## src/rtl/drc_pkg.sv

```systemverilog
package drc_pkg;
  typedef enum logic [2:0] {
    ST_IDLE    = 3'd0,
    ST_BACKUP  = 3'd1,
    ST_DISTURB = 3'd2,
    ST_STREAM  = 3'd3,
    ST_REPORT  = 3'd4
  } seq_state_e;
endpackage

```

## src/rtl/drc_rst_sync.sv

```systemverilog
module drc_rst_sync #(
  parameter int STAGES = 2
) (
  input  logic clk,
  input  logic rst_n,
  output logic rst_sync_n
);
  logic [STAGES-1:0] chain_q;

  always_ff @(posedge clk or negedge rst_n) begin
    if (!rst_n) begin
      chain_q <= '0;
    end else begin
      chain_q <= {chain_q[STAGES-2:0], 1'b1};
    end
  end

  assign rst_sync_n = chain_q[STAGES-1];
endmodule

```

## src/rtl/drc_sequencer.sv

```systemverilog
module drc_sequencer
  import drc_pkg::*;
#(
  parameter int TH_W  = 9,
  parameter int CNT_W = 20
) (
  input  logic             clk,
  input  logic             rst_n,
  input  logic             fail_i,
  input  logic             abort_i,
  input  logic [TH_W-1:0]  cfg_ref_i,
  input  logic [TH_W-1:0]  cfg_margin_i,
  input  logic [TH_W-1:0]  cfg_thr_i,
  input  logic [CNT_W-1:0] cfg_disturbs_i,
  input  logic             backup_done_i,
  input  logic             disturb_ack_i,
  input  logic             last_xfer_i,
  output logic             backup_req_o,
  output logic             disturb_req_o,
  output logic             stream_en_o,
  output logic             start_o,
  output logic             done_o,
  output logic [TH_W-1:0]  ref_o,
  output logic [TH_W-1:0]  margin_o,
  output logic [TH_W-1:0]  thr_o
);
  localparam logic [CNT_W-1:0] CNT_ONE = CNT_W'(1);

  seq_state_e       state_q, state_d;
  logic [CNT_W-1:0] dcnt_q, dcnt_d;
  logic             dcnt_en;
  logic [CNT_W-1:0] target_q;
  logic [TH_W-1:0]  ref_q, margin_q, thr_q;
  logic             start;
  logic             ack_hit;
  logic             final_ack;

  assign start     = (state_q == ST_IDLE) && fail_i && !abort_i;
  assign ack_hit   = (state_q == ST_DISTURB) && disturb_ack_i;
  assign final_ack = ack_hit && ((dcnt_q + CNT_ONE) == target_q);

  always_comb begin
    state_d = state_q;
    unique case (state_q)
      ST_IDLE:    if (start) state_d = ST_BACKUP;
      ST_BACKUP:  if (backup_done_i) state_d = (target_q == '0) ? ST_STREAM : ST_DISTURB;
      ST_DISTURB: if (final_ack) state_d = ST_STREAM;
      ST_STREAM:  if (last_xfer_i) state_d = ST_REPORT;
      ST_REPORT:  state_d = ST_IDLE;
      default:    state_d = ST_IDLE;
    endcase
    if (abort_i) state_d = ST_IDLE;
  end

  always_comb begin
    dcnt_en = start || ack_hit;
    dcnt_d  = start ? '0 : dcnt_q + CNT_ONE;
  end

  always_ff @(posedge clk or negedge rst_n) begin
    if (!rst_n) begin
      state_q <= ST_IDLE;
    end else begin
      state_q <= state_d;
    end
  end

  always_ff @(posedge clk or negedge rst_n) begin
    if (!rst_n) begin
      dcnt_q <= '0;
    end else if (dcnt_en) begin
      dcnt_q <= dcnt_d;
    end
  end

  always_ff @(posedge clk or negedge rst_n) begin
    if (!rst_n) begin
      target_q <= '0;
      ref_q    <= '0;
      margin_q <= '0;
      thr_q    <= '0;
    end else if (start) begin
      target_q <= cfg_disturbs_i;
      ref_q    <= cfg_ref_i;
      margin_q <= cfg_margin_i;
      thr_q    <= cfg_thr_i;
    end
  end

  assign backup_req_o  = (state_q == ST_BACKUP);
  assign disturb_req_o = (state_q == ST_DISTURB);
  assign stream_en_o   = (state_q == ST_STREAM);
  assign done_o        = (state_q == ST_REPORT);
  assign start_o       = start;
  assign ref_o         = ref_q;
  assign margin_o      = margin_q;
  assign thr_o         = thr_q;
endmodule

```

## src/rtl/drc_cell_judge.sv

```systemverilog
module drc_cell_judge #(
  parameter int TH_W = 9
) (
  input  logic [TH_W-1:0] before_i,
  input  logic [TH_W-1:0] after_i,
  input  logic [TH_W-1:0] ref_i,
  input  logic [TH_W-1:0] margin_i,
  input  logic [TH_W-1:0] thr_i,
  output logic            bit_o,
  output logic            reclass_o
);
  localparam int WIDE_W = TH_W + 1;

  logic [TH_W-1:0]   lower;
  logic [WIDE_W-1:0] upper;
  logic [TH_W-1:0]   shift;
  logic              in_window;
  logic              plain_bit;
  logic              shift_bit;

  always_comb begin
    lower     = (ref_i > margin_i) ? (ref_i - margin_i) : '0;
    upper     = {1'b0, ref_i} + {1'b0, margin_i};
    in_window = (before_i >= lower) && ({1'b0, before_i} <= upper);
    shift     = (after_i > before_i) ? (after_i - before_i) : '0;
    shift_bit = (shift >= thr_i);
    plain_bit = (before_i >= ref_i);
    bit_o     = in_window ? shift_bit : plain_bit;
    reclass_o = in_window;
  end
endmodule

```

## src/rtl/drc_out_stage.sv

```systemverilog
module drc_out_stage #(
  parameter int CELL_CNT_W = 16
) (
  input  logic                  clk,
  input  logic                  rst_n,
  input  logic                  stream_en_i,
  input  logic                  abort_i,
  input  logic                  clear_i,
  input  logic                  in_valid_i,
  input  logic                  in_last_i,
  input  logic                  cell_bit_i,
  input  logic                  cell_reclass_i,
  input  logic                  out_ready_i,
  output logic                  in_ready_o,
  output logic                  out_valid_o,
  output logic                  out_bit_o,
  output logic                  out_reclass_o,
  output logic                  out_last_o,
  output logic                  last_xfer_o,
  output logic [CELL_CNT_W-1:0] count_o
);
  localparam logic [CELL_CNT_W-1:0] CNT_MAX = '1;
  localparam logic [CELL_CNT_W-1:0] CNT_ONE = CELL_CNT_W'(1);

  logic                  valid_q, valid_d;
  logic                  bit_q, reclass_q, last_q;
  logic                  taken_q, taken_d;
  logic [CELL_CNT_W-1:0] cnt_q, cnt_d;
  logic                  cnt_en;
  logic                  accept;
  logic                  xfer;

  assign in_ready_o = stream_en_i && !abort_i && !taken_q && (!valid_q || out_ready_i);
  assign accept     = in_valid_i && in_ready_o;
  assign xfer       = valid_q && out_ready_i;

  always_comb begin
    valid_d = valid_q;
    if (xfer)   valid_d = 1'b0;
    if (accept) valid_d = 1'b1;
    if (abort_i) valid_d = 1'b0;

    taken_d = taken_q;
    if (accept && in_last_i) taken_d = 1'b1;
    if (clear_i || abort_i)  taken_d = 1'b0;

    cnt_en = clear_i || (accept && cell_reclass_i && (cnt_q != CNT_MAX));
    cnt_d  = clear_i ? '0 : cnt_q + CNT_ONE;
  end

  always_ff @(posedge clk or negedge rst_n) begin
    if (!rst_n) begin
      valid_q <= 1'b0;
      taken_q <= 1'b0;
    end else begin
      valid_q <= valid_d;
      taken_q <= taken_d;
    end
  end

  always_ff @(posedge clk or negedge rst_n) begin
    if (!rst_n) begin
      bit_q     <= 1'b0;
      reclass_q <= 1'b0;
      last_q    <= 1'b0;
    end else if (accept) begin
      bit_q     <= cell_bit_i;
      reclass_q <= cell_reclass_i;
      last_q    <= in_last_i;
    end
  end

  always_ff @(posedge clk or negedge rst_n) begin
    if (!rst_n) begin
      cnt_q <= '0;
    end else if (cnt_en) begin
      cnt_q <= cnt_d;
    end
  end

  assign out_valid_o   = valid_q;
  assign out_bit_o     = bit_q;
  assign out_reclass_o = reclass_q;
  assign out_last_o    = last_q;
  assign last_xfer_o   = xfer && last_q;
  assign count_o       = cnt_q;
endmodule

```

## src/rtl/drc_recovery_top.sv

```systemverilog
module drc_recovery_top #(
  parameter int TH_W       = 9,
  parameter int CNT_W      = 20,
  parameter int CELL_CNT_W = 16
) (
  input  logic                  clk,
  input  logic                  rst_n,
  input  logic                  fail_i,
  input  logic                  abort_i,
  input  logic [TH_W-1:0]       cfg_ref_i,
  input  logic [TH_W-1:0]       cfg_margin_i,
  input  logic [TH_W-1:0]       cfg_shift_thr_i,
  input  logic [CNT_W-1:0]      cfg_disturbs_i,
  output logic                  backup_req_o,
  input  logic                  backup_done_i,
  output logic                  disturb_req_o,
  input  logic                  disturb_ack_i,
  input  logic                  in_valid_i,
  output logic                  in_ready_o,
  input  logic [TH_W-1:0]       in_before_i,
  input  logic [TH_W-1:0]       in_after_i,
  input  logic                  in_last_i,
  output logic                  out_valid_o,
  input  logic                  out_ready_i,
  output logic                  out_bit_o,
  output logic                  out_reclass_o,
  output logic                  out_last_o,
  output logic                  done_o,
  output logic [CELL_CNT_W-1:0] reclass_count_o
);
  logic            rst_sync_n;
  logic            stream_en;
  logic            start;
  logic            last_xfer;
  logic [TH_W-1:0] ref_q, margin_q, thr_q;
  logic            cell_bit, cell_reclass;

  drc_rst_sync #(.STAGES(2)) i_rst_sync (
    .clk        (clk),
    .rst_n      (rst_n),
    .rst_sync_n (rst_sync_n)
  );

  drc_sequencer #(.TH_W(TH_W), .CNT_W(CNT_W)) i_seq (
    .clk            (clk),
    .rst_n          (rst_sync_n),
    .fail_i         (fail_i),
    .abort_i        (abort_i),
    .cfg_ref_i      (cfg_ref_i),
    .cfg_margin_i   (cfg_margin_i),
    .cfg_thr_i      (cfg_shift_thr_i),
    .cfg_disturbs_i (cfg_disturbs_i),
    .backup_done_i  (backup_done_i),
    .disturb_ack_i  (disturb_ack_i),
    .last_xfer_i    (last_xfer),
    .backup_req_o   (backup_req_o),
    .disturb_req_o  (disturb_req_o),
    .stream_en_o    (stream_en),
    .start_o        (start),
    .done_o         (done_o),
    .ref_o          (ref_q),
    .margin_o       (margin_q),
    .thr_o          (thr_q)
  );

  drc_cell_judge #(.TH_W(TH_W)) i_judge (
    .before_i  (in_before_i),
    .after_i   (in_after_i),
    .ref_i     (ref_q),
    .margin_i  (margin_q),
    .thr_i     (thr_q),
    .bit_o     (cell_bit),
    .reclass_o (cell_reclass)
  );

  drc_out_stage #(.CELL_CNT_W(CELL_CNT_W)) i_out (
    .clk            (clk),
    .rst_n          (rst_sync_n),
    .stream_en_i    (stream_en),
    .abort_i        (abort_i),
    .clear_i        (start),
    .in_valid_i     (in_valid_i),
    .in_last_i      (in_last_i),
    .cell_bit_i     (cell_bit),
    .cell_reclass_i (cell_reclass),
    .out_ready_i    (out_ready_i),
    .in_ready_o     (in_ready_o),
    .out_valid_o    (out_valid_o),
    .out_bit_o      (out_bit_o),
    .out_reclass_o  (out_reclass_o),
    .out_last_o     (out_last_o),
    .last_xfer_o    (last_xfer),
    .count_o        (reclass_count_o)
  );
endmodule

```

## config.mk

```make
export PLATFORM = sky130hd
export DESIGN_NAME = drc_recovery_top
export DESIGN_NICKNAME = d
export VERILOG_FILES = /design/src/rtl/drc_pkg.sv /design/src/rtl/drc_rst_sync.sv /design/src/rtl/drc_sequencer.sv /design/src/rtl/drc_cell_judge.sv /design/src/rtl/drc_out_stage.sv /design/src/rtl/drc_recovery_top.sv
export SDC_FILE = /design/constraint.sdc
export NUM_CORES = 1
export LEC_CHECK = 0
export BUFFER_PORTS_ARGS = -buffer_cell sky130_fd_sc_hd__buf_2
export CORE_ASPECT_RATIO = 0.5
export CORE_MARGIN = 2
export CORE_UTILIZATION = 45
export DETAILED_ROUTE_END_ITERATION = 6
export PLACE_DENSITY = 0.71
export SLEW_MARGIN = 20
export SYNTH_ARGS = -nofsm -noshare
export SYNTH_HDL_FRONTEND = slang
export SYNTH_SLANG_ARGS = --single-unit
```

## constraint.sdc

```tcl
create_clock -name clk -period 3.6 [get_ports clk]
set_clock_uncertainty 0.15 [all_clocks]
set_input_delay 0.72 -clock clk [delete_from_list [all_inputs] [get_ports clk]]
set_output_delay 0.72 -clock clk [all_outputs]
set_load 0.05 [all_outputs]
```

# Word level (Yosys, flattened, before mapping)
# Index checks and enable logic that the tools add are counted.
[totals] regBits=93 inputBits=74 out_inout_bits=24 wordCells=77
[classes] n_addsub=5 magnitude_cmp=6 n_eq_ne=10 muxes=17 n_reduce_logical=26
[op_table] operator="greater-or-equal comparator 9 bit" n=3
[op_table] operator="adder 20 x 1 -> 20 bit, second input constant" n=1
[op_table] operator="equality test 20 bit" n=1
[op_table] operator="zero test 20 bit" n=1
[op_table] operator="two-way mux 20 bit" n=1
[op_table] operator="greater-than comparator 9 bit" n=2
[op_table] operator="two-way mux 9 bit" n=2
[op_table] operator="subtractor 9 bit" n=2
[op_table] operator="adder 16 x 1 -> 16 bit, second input constant" n=1
[op_table] operator="two-way mux 16 bit" n=1
[op_table] operator="inequality test 16 bit, second input constant" n=1
[op_table] operator="two-way mux 3 bit" n=5
[op_table] operator="logical AND 1 bit" n=14
[op_table] operator="one-hot mux 3 bit (4 select lines)" n=1
[op_table] operator="adder 9 x 9 -> 10 bit" n=1
[op_table] operator="<= comparator 9 x 10 -> 1 bit" n=1
[op_table] operator="inequality test 3 x 2 -> 1 bit, second input constant" n=3
[op_table] operator="two-way mux 1 bit" n=7
[op_table] operator="equality test 3 x 2 -> 1 bit, second input constant" n=2
[op_table] operator="logical OR 1 bit" n=4
[op_table] operator="AND reduction 4 bit" n=1
[op_table] operator="equality test 3 x 1 -> 1 bit, second input constant" n=1
[op_table] operator="equality test 3 bit, second input constant" n=1
[op_table] operator="zero test 1 bit" n=3
[op_table] operator="4 further kinds" n=4

# Depth between registers and ports, before layout
# Gate-level depths: netlist of run 1.
[logic_depth] ltp_word=8 mapped_depth=19 depth_no_buf=18

# Hierarchy
# From an unflattened synthesis of run 1, not the netlist that was laid out.
[hier_totals] hier_cells=824 hier_area_um2=6960.4
[by_module_without_submodules] module="drc_sequencer" n_inst=1 cells_each=417 area_each_um2=3547.2 seq_area_each_um2=1751.7
[by_module_without_submodules] module="drc_cell_judge" n_inst=1 cells_each=296 area_each_um2=2248.4 seq_area_each_um2=0.0
[by_module_without_submodules] module="drc_out_stage" n_inst=1 cells_each=108 area_each_um2=1111.1 seq_area_each_um2=525.5
[by_module_without_submodules] module="drc_rst_sync" n_inst=1 cells_each=3 area_each_um2=53.8 seq_area_each_um2=50.0

# Least setup slack after synthesis of run 1
# Ideal clock, no wire load.
[synth_path] kind="register to register" start="reg i_seq.margin_q[1], in the netlist i_seq.margin_o[1]" end="reg i_out.cnt_q[5], in the netlist i_out.count_o[5]" setup_ps=124 arrival_time_ps=3566 required_time_ps=3326 path_slack_ps=-240 path_stages_with_launch=19 n_path_buf=1 synth_period_minus_slack_ps=3840 cell_sequence="dfrtp_1 inv_1 ha_1 nor2b_1 o21ai_0 a21oi_1 o21a_1 o211ai_1 a21oi_1 nand2_1 ha_1 a21o_1 a2111oi_0 o21a_1 nor4_4 nand2_2 buf_6 nor3_1 a211o_1"
[synth_via] elab_chain_len=7 elab_cells_between_ends=10 classes_between="2 x add/sub; 3 x order compare; 1 x mux; 4 x reduce/logical"
[synth_rtl] item="start: declaration" line_no="drc_sequencer.sv:33" rtl="logic [TH_W-1:0] ref_q, margin_q, thr_q;"
[synth_rtl] item="start signal: assignment" line_no="drc_sequencer.sv:85" rtl="margin_q <= cfg_margin_i;"
[synth_rtl] item="subtractor 9 bit / greater-than comparator 9 bit (equally long branches)" line_no="drc_cell_judge.sv:22" rtl="lower = (ref_i > margin_i) ? (ref_i - margin_i) : '0;"
[synth_rtl] item="two-way mux 9 bit" line_no="drc_cell_judge.sv:22"
[synth_rtl] item="greater-or-equal comparator 9 bit" line_no="drc_cell_judge.sv:24" rtl="in_window = (before_i >= lower) && ({1'b0, before_i} <= upper);"
[synth_rtl] item="logical AND 1 bit *" line_no="drc_cell_judge.sv:24"
[synth_rtl] item="logical AND 1 bit * (2 in series)" line_no="drc_out_stage.sv:47" rtl="cnt_en = clear_i || (accept && cell_reclass_i && (cnt_q != CNT_MAX));"
[synth_rtl] item="logical OR 1 bit *" line_no="drc_out_stage.sv:47"
[synth_rtl] item="end signal: assignment" line_no="drc_out_stage.sv:77" rtl="cnt_q <= cnt_d;"
[synth_rtl] item="end: declaration" line_no="drc_out_stage.sv:28" rtl="logic [CELL_CNT_W-1:0] cnt_q, cnt_d;"
# Every way passes the cells marked *; elsewhere a longest branch is shown, timed or not.
# A chain may end at the register's enable or synchronous reset.

# Final worst setup path of run 1
[layout_path] start="reg i_seq.ref_q[1], in the netlist i_seq.ref_o[1]" end="reg i_out.cnt_q[13], in the netlist i_out.count_o[13]"
[layout_via] elab_chain_len=7 elab_cells_between_ends=10 classes_between="2 x add/sub; 3 x order compare; 1 x mux; 4 x reduce/logical"
[layout_rtl] item="start: declaration" line_no="drc_sequencer.sv:33"
[layout_rtl] item="start signal: assignment" line_no="drc_sequencer.sv:84" rtl="ref_q <= cfg_ref_i;"
[layout_rtl] item="subtractor 9 bit / greater-than comparator 9 bit (equally long branches)" line_no="drc_cell_judge.sv:22"
[layout_rtl] item="two-way mux 9 bit" line_no="drc_cell_judge.sv:22"
[layout_rtl] item="greater-or-equal comparator 9 bit" line_no="drc_cell_judge.sv:24"
[layout_rtl] item="logical AND 1 bit *" line_no="drc_cell_judge.sv:24"
[layout_rtl] item="logical AND 1 bit * (2 in series)" line_no="drc_out_stage.sv:47"
[layout_rtl] item="logical OR 1 bit *" line_no="drc_out_stage.sv:47"
# Marks and branches as above.

==> results_dict.tcl, run 1 <==
set metrics [dict create \
    outcome "finished, violations left" \
    violations "negative setup slack" \
    die_h_um 90.54 \
    antenna_found_initial 0 \
    synth_edf_count 0 \
    pwr-share-seq_pct 28.3 \
    crit_fanout 5 \
    antenna_cells 0 \
    crit_family "compound AO/OA/AOI/OAI gates" \
    hold_viol_final 0 \
    period_minus_slack_ns 3.919 \
    p_leak_uw 0.004226 \
    timing.max_slew.rel_slack_pct 42.80 \
    htree_levels 3 \
    synth_area_um2 6740 \
    regArea_um2 2332 \
    fp-row-count 31 \
    insertion_delay_ns 0.36 \
    rsz0062_at_grt "yes" \
    antenna_left 0 \
    worstSetupPathType "register to register" \
    pin_count 98 \
    endpoint_kind "register" \
    cp_slowest_cell "dfrtp_1" \
    drcViolationCount 0 \
    fill_cells 1263 \
    timing.final.crit_share_pct 108.9 \
    first_pass_iters 4 \
    final_common_cell "nand2_1" \
    arrival_ns 4.05 \
    yosysWarnings 0 \
    syn_to_final_growth_pct 31.15 \
    netSwitchingFraction_pct 37.36 \
    max_cap_viol_count 0 \
    p_per_area_nw_per_um2 517.3 \
    grt_overflow 0 \
    synthFlopType "dfrtp_1" \
    numCtsBuffers 9 \
    crit_chain "ha_4 > nor2b_4 > o21ai_2 > a21oi_2 > o21a_1 > o211ai_1 > a21oi_2 > buf_6 > nand3b_1 > ha_2 > o2111ai_1 > o21a_2 > nor4_4 > buf_4 > nand2_4 > buf_6 > or3_1 > a21oi_1" \
    drt-wirelength-per-cell_um 16.01 \
    synthCells 811 \
    drt_iter0_drc 373 \
    yosysUniqueCellTypes 69 \
    postSynthAreaPerCell_um2 8.311 \
    max_stage_delay_ns 0.43 \
    path_clk_slew_ns 0.08 \
    power_frac_clock_pct 24.4 \
    drive_gt1_share_pct 28.59 \
    vias 6560 \
    synth_seq_cells 93 \
    clockBufferDepth 2 \
    fin_nets 1127 \
    cp-start-kind "register" \
    synthesis.nets 953 \
    intPower_uw 2865 \
    placed_area_um2 8023 \
    irDropWorstVdd_mv 0.3115 \
    clockRootBuffer "clkbuf_16" \
    routabilityCongestion 0.8994 \
    io_buffer_count 97 \
    async_reset_ff_share_pct 100.0 \
    die_w_um 177.1 \
    finalSetupViolations 18 \
    layout_common_cells "nand2_1, buf_2, dfrtp_1" \
    net-switching-power_uw 1709 \
    path_buf_inv 3 \
    hold_path_class "register to register" \
    regToRegSetupSlack_ns -0.32 \
    start_util_pct 46.34 \
    via_per_inst 5.522 \
    cts_tree "done" \
    setup_ws_ns -0.3186 \
    grt_util_all_layers_pct 23.97 \
    die-area_um2 16030 \
    synth-seq-area-share_pct 34.53 \
    slew_viol_final 0 \
    power_uw 4573 \
    max_freq_mhz 255.2 \
    grt_pass1_wl_um 30790 \
    dp_hpwl_um 13590 \
    grt_max_degree 61 \
    worst_slew_pin_slew_ns 0.8580 \
    grt_pass1_vias 6441 \
    crit_required_ns 3.74 \
    multi_input_area_um2 4374 \
    fin_area_um2 8840 \
    core_um2 14550 \
    routed_wirelength_um 19020 \
    combPwrFrac_pct 47.3 \
    clock-sinks 93 \
]
worst register-to-register path: stages, from the launching register on:
cell and delay, ns:
dfrtp_1 0.43, ha_4 0.29, nor2b_4 0.13, o21ai_2 0.07
a21oi_2 0.14, o21a_1 0.19, o211ai_1 0.16, a21oi_2 0.23
buf_6 0.16, nand3b_1 0.09, ha_2 0.33, o2111ai_1 0.15
o21a_2 0.27, nor4_4 0.25, buf_4 0.18, nand2_4 0.08
buf_6 0.14, or3_1 0.29, a21oi_1 0.13
metal layers:
| metal | track usage, % | part of all wire, % | vias up |
|---|---|---|---|
| met4 | 8.264 | 2.6 | 0 |
| li1 | - | - | 3189 |
| met2 | 40.60 | 48 | 194 |
| met1 | 30.72 | 44 | 3134 |
| met3 | 4.419 | 5.1 | 43 |
| met5 | 0 | 0 | - |
stage by stage:
step | utilization (%) | hold WS (ns) | std cells | TNS [ns] | setup slack [ns]
finish | 60.77 | 0.1997 | 1188 | -4.402 | -0.3186
global route | 60.77 | 0.2200 | 1188 | -7.240 | -0.4801
CTS | 59.81 | 0.2024 | 1182 | -3.590 | -0.2687
detailed placement | 55.16 | 0.1864 | 1152 | -5.479 | -0.4744
global placement | 55.16 | 0.1887 | 1152 | -4.610 | -0.4463
floorplan | - | 0.1812 | 811 | -0.1021 | -0.1008
final cells by class:
cell class                      count  area share, %
Clock buffer                       10          2.703
Multi-Input combinational cell    626          49.48
Timing Repair Buffer              198          14.86
Clock inverter                      6          1.161
Inverter                           57          2.604
Tap cell                          198          2.803
Sequential cell                    93          26.38
kinds of logic after synthesis:
| kind of cell | synth area share, % |
|---|---|
| AND/OR/NAND/NOR | 23.28 |
| AO/OA/AOI/OAI | 17.65 |
| buffers and inverters | 5.550 |
| flip-flops | 34.53 |
| adder cells (fa/ha/maj) | 12.96 |
| XOR/XNOR | 5.977 |
| other | 0.05564 |
registers in the layout, summed over array words and instances, names as in the netlist:
signal,cells
i_seq.target_q,20
i_seq.thr_o,9
i_out.out_reclass_o,1
i_out.out_bit_o,1
i_out.out_last_o,1
i_out.count_o,16
i_seq.margin_o,9
i_out.taken_q,1
i_out.out_valid_o,1
i_seq.ref_o,9
i_seq.dcnt_q,20
i_rst_sync.chain_q,2
i_seq.state_q,3
cell usage after synthesis, types with 9 or more instances:
master	number	area share, %
nand2_1	131	7.3
dfrtp_1	93	35
ha_1	65	12
o21ai_0	60	4.5
nor2_1	57	3.2
inv_1	56	3.1
a21oi_1	34	2.5
xnor2_1	30	3.9
clkbuf_1	27	1.5
nand3_1	25	1.9
o21ai_1	20	1.5
nor3_1	17	1.3
xor2_1	16	2.1
nand4_1	15	1.4
nor4_1	13	1.2
o31ai_1	11	1.2
and3_1	10	0.93
nand2b_1	9	0.84
worst paths after layout:
check,start,endpoint,depth (start not counted)
max,i_seq.ref_o[1],i_out.count_o[13],18
min,i_rst_sync.chain_q[0],i_rst_sync.chain_q[1],0
max reg2reg,i_seq.ref_o[1],i_out.count_o[13],18
min reg2reg,i_rst_sync.chain_q[0],i_rst_sync.chain_q[1],0
max in group asynchronous,i_rst_sync.chain_q[1],i_seq.margin_o[0],1
min in group asynchronous,i_rst_sync.chain_q[1],i_out.count_o[1],0
power groups by stage:
| stage | Combinational (uW) | Clock (uW) | Sequential (uW) |
|---|---|---|---|
| 2_1_floorplan | 1050 | 0 | 1310 |
| 5_1_grt | 2360 | 1170 | 1310 |
| 6_report | 2160 | 1120 | 1290 |
| 3_5_place_dp | 1690 | 0 | 1310 |
| 4_1_cts | 1950 | 1130 | 1290 |
| 3_3_place_gp | 1660 | 0 | 1310 |
what timing repair did:
| action | CTS | global route |
|---|---|---|
| buffers inserted | 11 | 7 |
| pin swaps | 44 | 26 |
| endpoints found under the setup margin | 18 | 18 |
| hold endpoints to repair | 2 | 0 |
| resized for setup | 49 | 24 |
| hold buffers | 1 | 0 |
| gates cloned | 2 | 0 |
Note: power is estimated with default switching activity, not from simulation.
==> inputs of run 2 (changes only) <==
==> constraint.sdc (replaced) <==
create_clock -name clk -period 3.6 [get_ports clk]
set_clock_uncertainty 0.15 [all_clocks]
set_input_delay 0 -clock clk [delete_from_list [all_inputs] [get_ports clk]]
set_output_delay 0 -clock clk [all_outputs]
set_load 0.05 [all_outputs]
==> results_dict.tcl, run 2 (synthesis results as in run 1) <==
set metrics [dict create \
    regArea_um2 2331 \
    vias 6538 \
    intPower_uw 2671 \
    via_per_inst 5.421 \
    max_stage_delay_ns 0.39 \
    fill_cells 1230 \
    detailedPlace.worstSlack_ns -0.4040 \
    timing.critical_path.from "i_seq.ref_o[0]" \
    numCtsBuffers 9 \
    layout_common_cells "nand2_1, buf_2, dfrtp_1" \
    reg2reg_from "i_seq.ref_o[0]" \
    path_buf_inv 2 \
    grt_pass1_wl_um 30960 \
    first_pass_iters 6 \
    grt_util_all_layers_pct 23.96 \
    drt-wirelength-per-cell_um 15.72 \
    hold_path_class "primary input to register" \
    grt_max_degree 81 \
    fin_tns_setup_ns -2.664 \
    crit_fanout 5 \
    combPwrFrac_pct 45.8 \
    final_common_cell "nand2_1" \
    placed_area_um2 7706 \
    fin_area_um2 8995 \
    htree_levels 3 \
    setup_ws_ns -0.2485 \
    die-area_um2 16030 \
    max_cap_viol_count 0 \
    power_uw 4307 \
    worstSetupPathType "register to register" \
    antenna_left 0 \
    p_per_area_nw_per_um2 478.8 \
    timing.final.crit_share_pct 106.9 \
    crit_chain "ha_2 > inv_2 > fa_2 > o21bai_1 > a21oi_2 > o21bai_1 > a21oi_1 > o21bai_1 > a21oi_1 > xnor2_1 > ha_1 > nand3_2 > a21oi_2 > a21boi_4 > o2111ai_4 > buf_6 > a21oi_4 > o21bai_1 > o2bb2ai_1" \
    cp_slowest_cell "dfrtp_1" \
    syn_to_final_growth_pct 33.45 \
    fin_nets 1145 \
    p_leak_uw 0.004235 \
    antenna_cells 0 \
    insertion_delay_ns 0.36 \
    drcViolationCount 0 \
    outcome "finished, violations left" \
    power_frac_clock_pct 24.2 \
    arrival_ns 3.96 \
    cts_tree "done" \
    timing.max_slew.rel_slack_pct 44.70 \
    antenna_found_initial 0 \
    clockBufferDepth 2 \
    fp-row-count 31 \
    clock-sinks 93 \
    pwr-share-seq_pct 30.0 \
    routabilityCongestion 0.9209 \
    pin_count 98 \
    crit_required_ns 3.71 \
    finalSetupViolations 17 \
    core_um2 14550 \
    cp-start-kind "register" \
    net-switching-power_uw 1636 \
    path_clk_slew_ns 0.08 \
    hold_viol_final 0 \
    start_util_pct 46.34 \
    routed_wirelength_um 18960 \
    grt_pass1_vias 6542 \
    max_freq_mhz 259.8 \
    die_w_um 177.1 \
    netSwitchingFraction_pct 37.99 \
    rsz0062_at_grt "yes" \
    period_minus_slack_ns 3.849 \
    drt_iter0_drc 443 \
    worst_slew_pin_slew_ns 0.8295 \
    min_from "in_before_i[8]" \
    multi_input_area_um2 4283 \
    slew_viol_final 0 \
    endpoint_kind "register" \
    drive_gt1_share_pct 22.52 \
    grt_overflow 0 \
    clockRootBuffer "clkbuf_16" \
    io_buffer_count 97 \
    violations "negative setup slack" \
    dp_hpwl_um 13300 \
    crit_path_frequent_cell "o21bai_1" \
    irDropWorstVdd_mv 0.3177 \
    die_h_um 90.54 \
    crit_family "compound AO/OA/AOI/OAI gates" \
]
## run 2: changes by cell type in the layout (fill, tap and decap cells not counted), sizes merged
cell,before,now
clkinvlp,1,2
dlygate4sd3,1,59
clkinv,2,1
bufinv,2,1
inv,58,60
buf,197,157
nand2,134,133
## run 2: worst paths after layout
kind	end	cells past startpoint	slack, ns
max	i_out.count_o[3]	19	-0.25
min	i_out.out_bit_o	5	0.12
max reg2reg	i_out.count_o[3]	19	-0.25
min reg2reg	i_rst_sync.chain_q[1]	0	0.20
max in group asynchronous	i_seq.dcnt_q[15]	1	2.27
min in group asynchronous	i_seq.target_q[2]	0	0.22
## run 2: repair_timing
action,4_1_cts,5_1_grt
endpoints found under the setup margin,18,18
hold endpoints to repair,58,0
pin swaps,23,25
cloned,0,1
hold buffers,59,0
gates resized for setup,29,24
buffers inserted,13,3
## run 2: cell type report
type                            instances  share of cell area [%]
Multi-Input combinational cell        625                   47.61
Sequential cell                        93                   25.91
Timing Repair Buffer                  217                   17.81
Tap cell                              198                   2.754
Clock buffer                            9                   2.504
Inverter                               57                   2.379
Clock inverter                          7                   1.029
## run 2: metrics by stage
stage	hold slack [ns]	instances	util [%]
after global routing	0.1842	1206	61.84
after detailed placement	-0.3597	1116	52.98
after CTS	0.1369	1203	60.69
final	0.1227	1206	61.84
after floorplan	-0.4456	811	-
after global placement	-0.3615	1116	52.96
## run 2: routing by layer
metal	vias to the layer above	wire, um	global-route usage (%)
met3	31	984	4.756
met5	-	0	0
li1	3233	-	-
met2	172	9070	40.27
met4	0	295	6.267
met1	3102	8608	31.54
## run 2: power groups by stage
stage	sequential, uW	combinational, uW	clock [uW]
2_1_floorplan	1310	1040	0
3_3_place_gp	1310	1590	0
3_5_place_dp	1310	1620	0
4_1_cts	1290	1880	1050
5_1_grt	1310	2170	1090
6_report	1290	1970	1040
## run 2: worst register-to-register path: cells and delay by family, from the launching register on
family / cells / cell delay [ns]
compound gates: 12 / 1.89
xor+xnor: 1 / 0.13
fa+ha+maj: 3 / 0.87
buf+inv: 2 / 0.24
flops: 1 / 0.39
simple gates: 1 / 0.11
==> inputs of run 3 (changes only) <==
--- a/config.mk
+++ b/config.mk
@@ -7,7 +7,7 @@
 export LEC_CHECK = 0
 export BUFFER_PORTS_ARGS = -buffer_cell sky130_fd_sc_hd__buf_2
 export CORE_ASPECT_RATIO = 0.5
-export CORE_MARGIN = 2
+export CORE_MARGIN = 10
 export CORE_UTILIZATION = 45
 export DETAILED_ROUTE_END_ITERATION = 6
 export PLACE_DENSITY = 0.71
==> constraint.sdc (replaced) <==
create_clock -name clk -period 3.6 [get_ports clk]
set_clock_uncertainty 0.15 [all_clocks]
set_input_delay 0.36 -clock clk [delete_from_list [all_inputs] [get_ports clk]]
set_output_delay 0.36 -clock clk [all_outputs]
set_load 0.05 [all_outputs]
==> results_dict.tcl, run 3 (synthesis results as in run 1) <==
set metrics [dict create \
    outcome "finished, violations left" \
    violations "negative setup slack" \
    crit_path_frequent_cell "o21bai_1" \
    arrival_ns 4.07 \
    period_minus_slack_ns 3.945 \
    clockRootBuffer "clkbuf_16" \
    first_pass_iters 4 \
    vias 6388 \
    grt_util_all_layers_pct 18.27 \
    clock-sinks 93 \
    regArea_um2 2333 \
    p_leak_uw 0.004132 \
    crit_family "compound AO/OA/AOI/OAI gates" \
    fill_cells 1292 \
    drcViolationCount 0 \
    max_stage_delay_ns 0.39 \
    syn_to_final_growth_pct 29.01 \
    fp-row-count 31 \
    path_clk_slew_ns 0.07 \
    drt-wirelength-per-cell_um 16.47 \
    via_per_inst 5.414 \
    p_per_area_nw_per_um2 504.4 \
    final_common_cell "nand2_1" \
    die_w_um 193.1 \
    highest_layer "met4" \
    rsz0062_at_grt "yes" \
    drive_gt1_share_pct 27.24 \
    irDropWorstVdd_mv 0.2783 \
    worst_slew_pin_slew_ns 0.8991 \
    endpoint_kind "register" \
    crit_fanout 5 \
    slew_viol_final 0 \
    wl_met1_um 8906 \
    dp_hpwl_um 14390 \
    routed_wirelength_um 19440 \
    grt_overflow 0 \
    grt_pass1_wl_um 31080 \
    cp-start-kind "register" \
    hold_viol_final 0 \
    cts_tree "done" \
    layout_common_cells "nand2_1, buf_2, dfrtp_1" \
    fin_nets 1117 \
    max_cap_viol_count 0 \
    antenna_left 0 \
    wl_met3_um 638 \
    power_uw 4386 \
    multi_input_area_um2 4345 \
    timing.final.crit_share_pct 109.6 \
    hold_path_class "primary input to register" \
    clockBufferDepth 2 \
    core_um2 14580 \
    drt_iter0_drc 479 \
    routabilityCongestion 0.8704 \
    grt_max_degree 65 \
    die-area_um2 20570 \
    detailedPlace.worstSlack_ns -0.3130 \
    met2_length_um 9686 \
    io_buffer_count 97 \
    start_util_pct 46.22 \
    insertion_delay_ns 0.35 \
    grt_pass1_vias 6370 \
    antenna_found_initial 2 \
    setup_ws_ns -0.3453 \
    pin_count 98 \
    fin_area_um2 8696 \
    path_buf_inv 4 \
    finalSetupViolations 17 \
    crit_required_ns 3.73 \
    die_h_um 106.5 \
    max_freq_mhz 253.5 \
    cp_slowest_cell "dfrtp_1" \
    crit_chain "buf_6 > ha_4 > inv_2 > fa_2 > o21bai_1 > a21oi_2 > o21bai_1 > a21oi_2 > o21bai_1 > a21oi_1 > xnor2_1 > ha_1 > nand3_2 > a21oi_2 > a21boi_2 > o2111ai_2 > buf_4 > buf_6 > a21oi_4 > o21bai_1 > o2bb2ai_1" \
    numCtsBuffers 9 \
    timing.max_slew.rel_slack_pct 40.06 \
    htree_levels 3 \
    worstSetupPathType "register to register" \
    placed_area_um2 7861 \
]
## run 3: power breakdown
part | switching (uW) | internal, uW
combinational | 1100 | 1030
sequential | 131 | 1170
clock | 464 | 485
## run 3: worst paths after layout
check / to / slack, ns / cells past startpoint / from
worst min register to register: i_rst_sync.chain_q[1] / 0.20 / 0 / i_rst_sync.chain_q[0]
worst max register to register: i_out.count_o[3] / -0.35 / 21 / i_seq.ref_o[0]
worst min-delay path: i_seq.target_q[1] / 0.04 / 3 / cfg_disturbs_i[1]
max in group asynchronous: i_seq.target_q[17] / 2.20 / 1 / i_rst_sync.chain_q[1]
min in group asynchronous: i_rst_sync.chain_q[1] / 0.16 / 2 / rst_n
worst max-delay path: i_out.count_o[3] / -0.35 / 21 / i_seq.ref_o[0]
## run 3: what timing repair did
item	4_1_cts	5_1_grt
setup buffers	17	8
endpoints found under the hold margin	2	0
cloned	1	0
pin swaps	40	29
setup endpoints to repair	17	18
hold buffers	1	0
gates resized for setup	43	31
## run 3: tightest hold or removal path, delay by kind of cell
family / cells / cell delay (ns)
buffers and inverters: 1 / 0.07
AND/OR/NAND/NOR: 2 / 0.08
## run 3: layout make-up
type                       count  share of cell area (%)
multi-input combinational    625                   49.97
sequential                    93                   26.83
timing repair buffer         189                   14.45
tap                          198                   2.849
clock buffer                   9                   2.590
inverter                      57                   2.460
clock inverter                 7                  0.7914
antenna                        2                 0.05755
## run 3: routing by layer
layer / vias to the layer above / track usage [%]
met3: 21 / 3.490
met2: 97 / 31.62
met5: - / 0
li1: 3169 / -
met4: 0 / 3.548
met1: 3101 / 23.30
## run 3: per-stage QoR
step | std cells | utilization, % | hold slack [ns] | TNS [ns]
4_1_cts | 1172 | 58.40 | 0.03236 | -2.547
2_1_floorplan | 811 | - | -0.08559 | 0
5_1_grt | 1179 | 59.61 | 0.04286 | -6.802
3_5_place_dp | 1137 | 53.90 | -0.00004316 | -3.955
6_report | 1180 | 59.63 | 0.04190 | -4.378
3_3_place_gp | 1137 | 53.90 | -0.004015 | -2.215
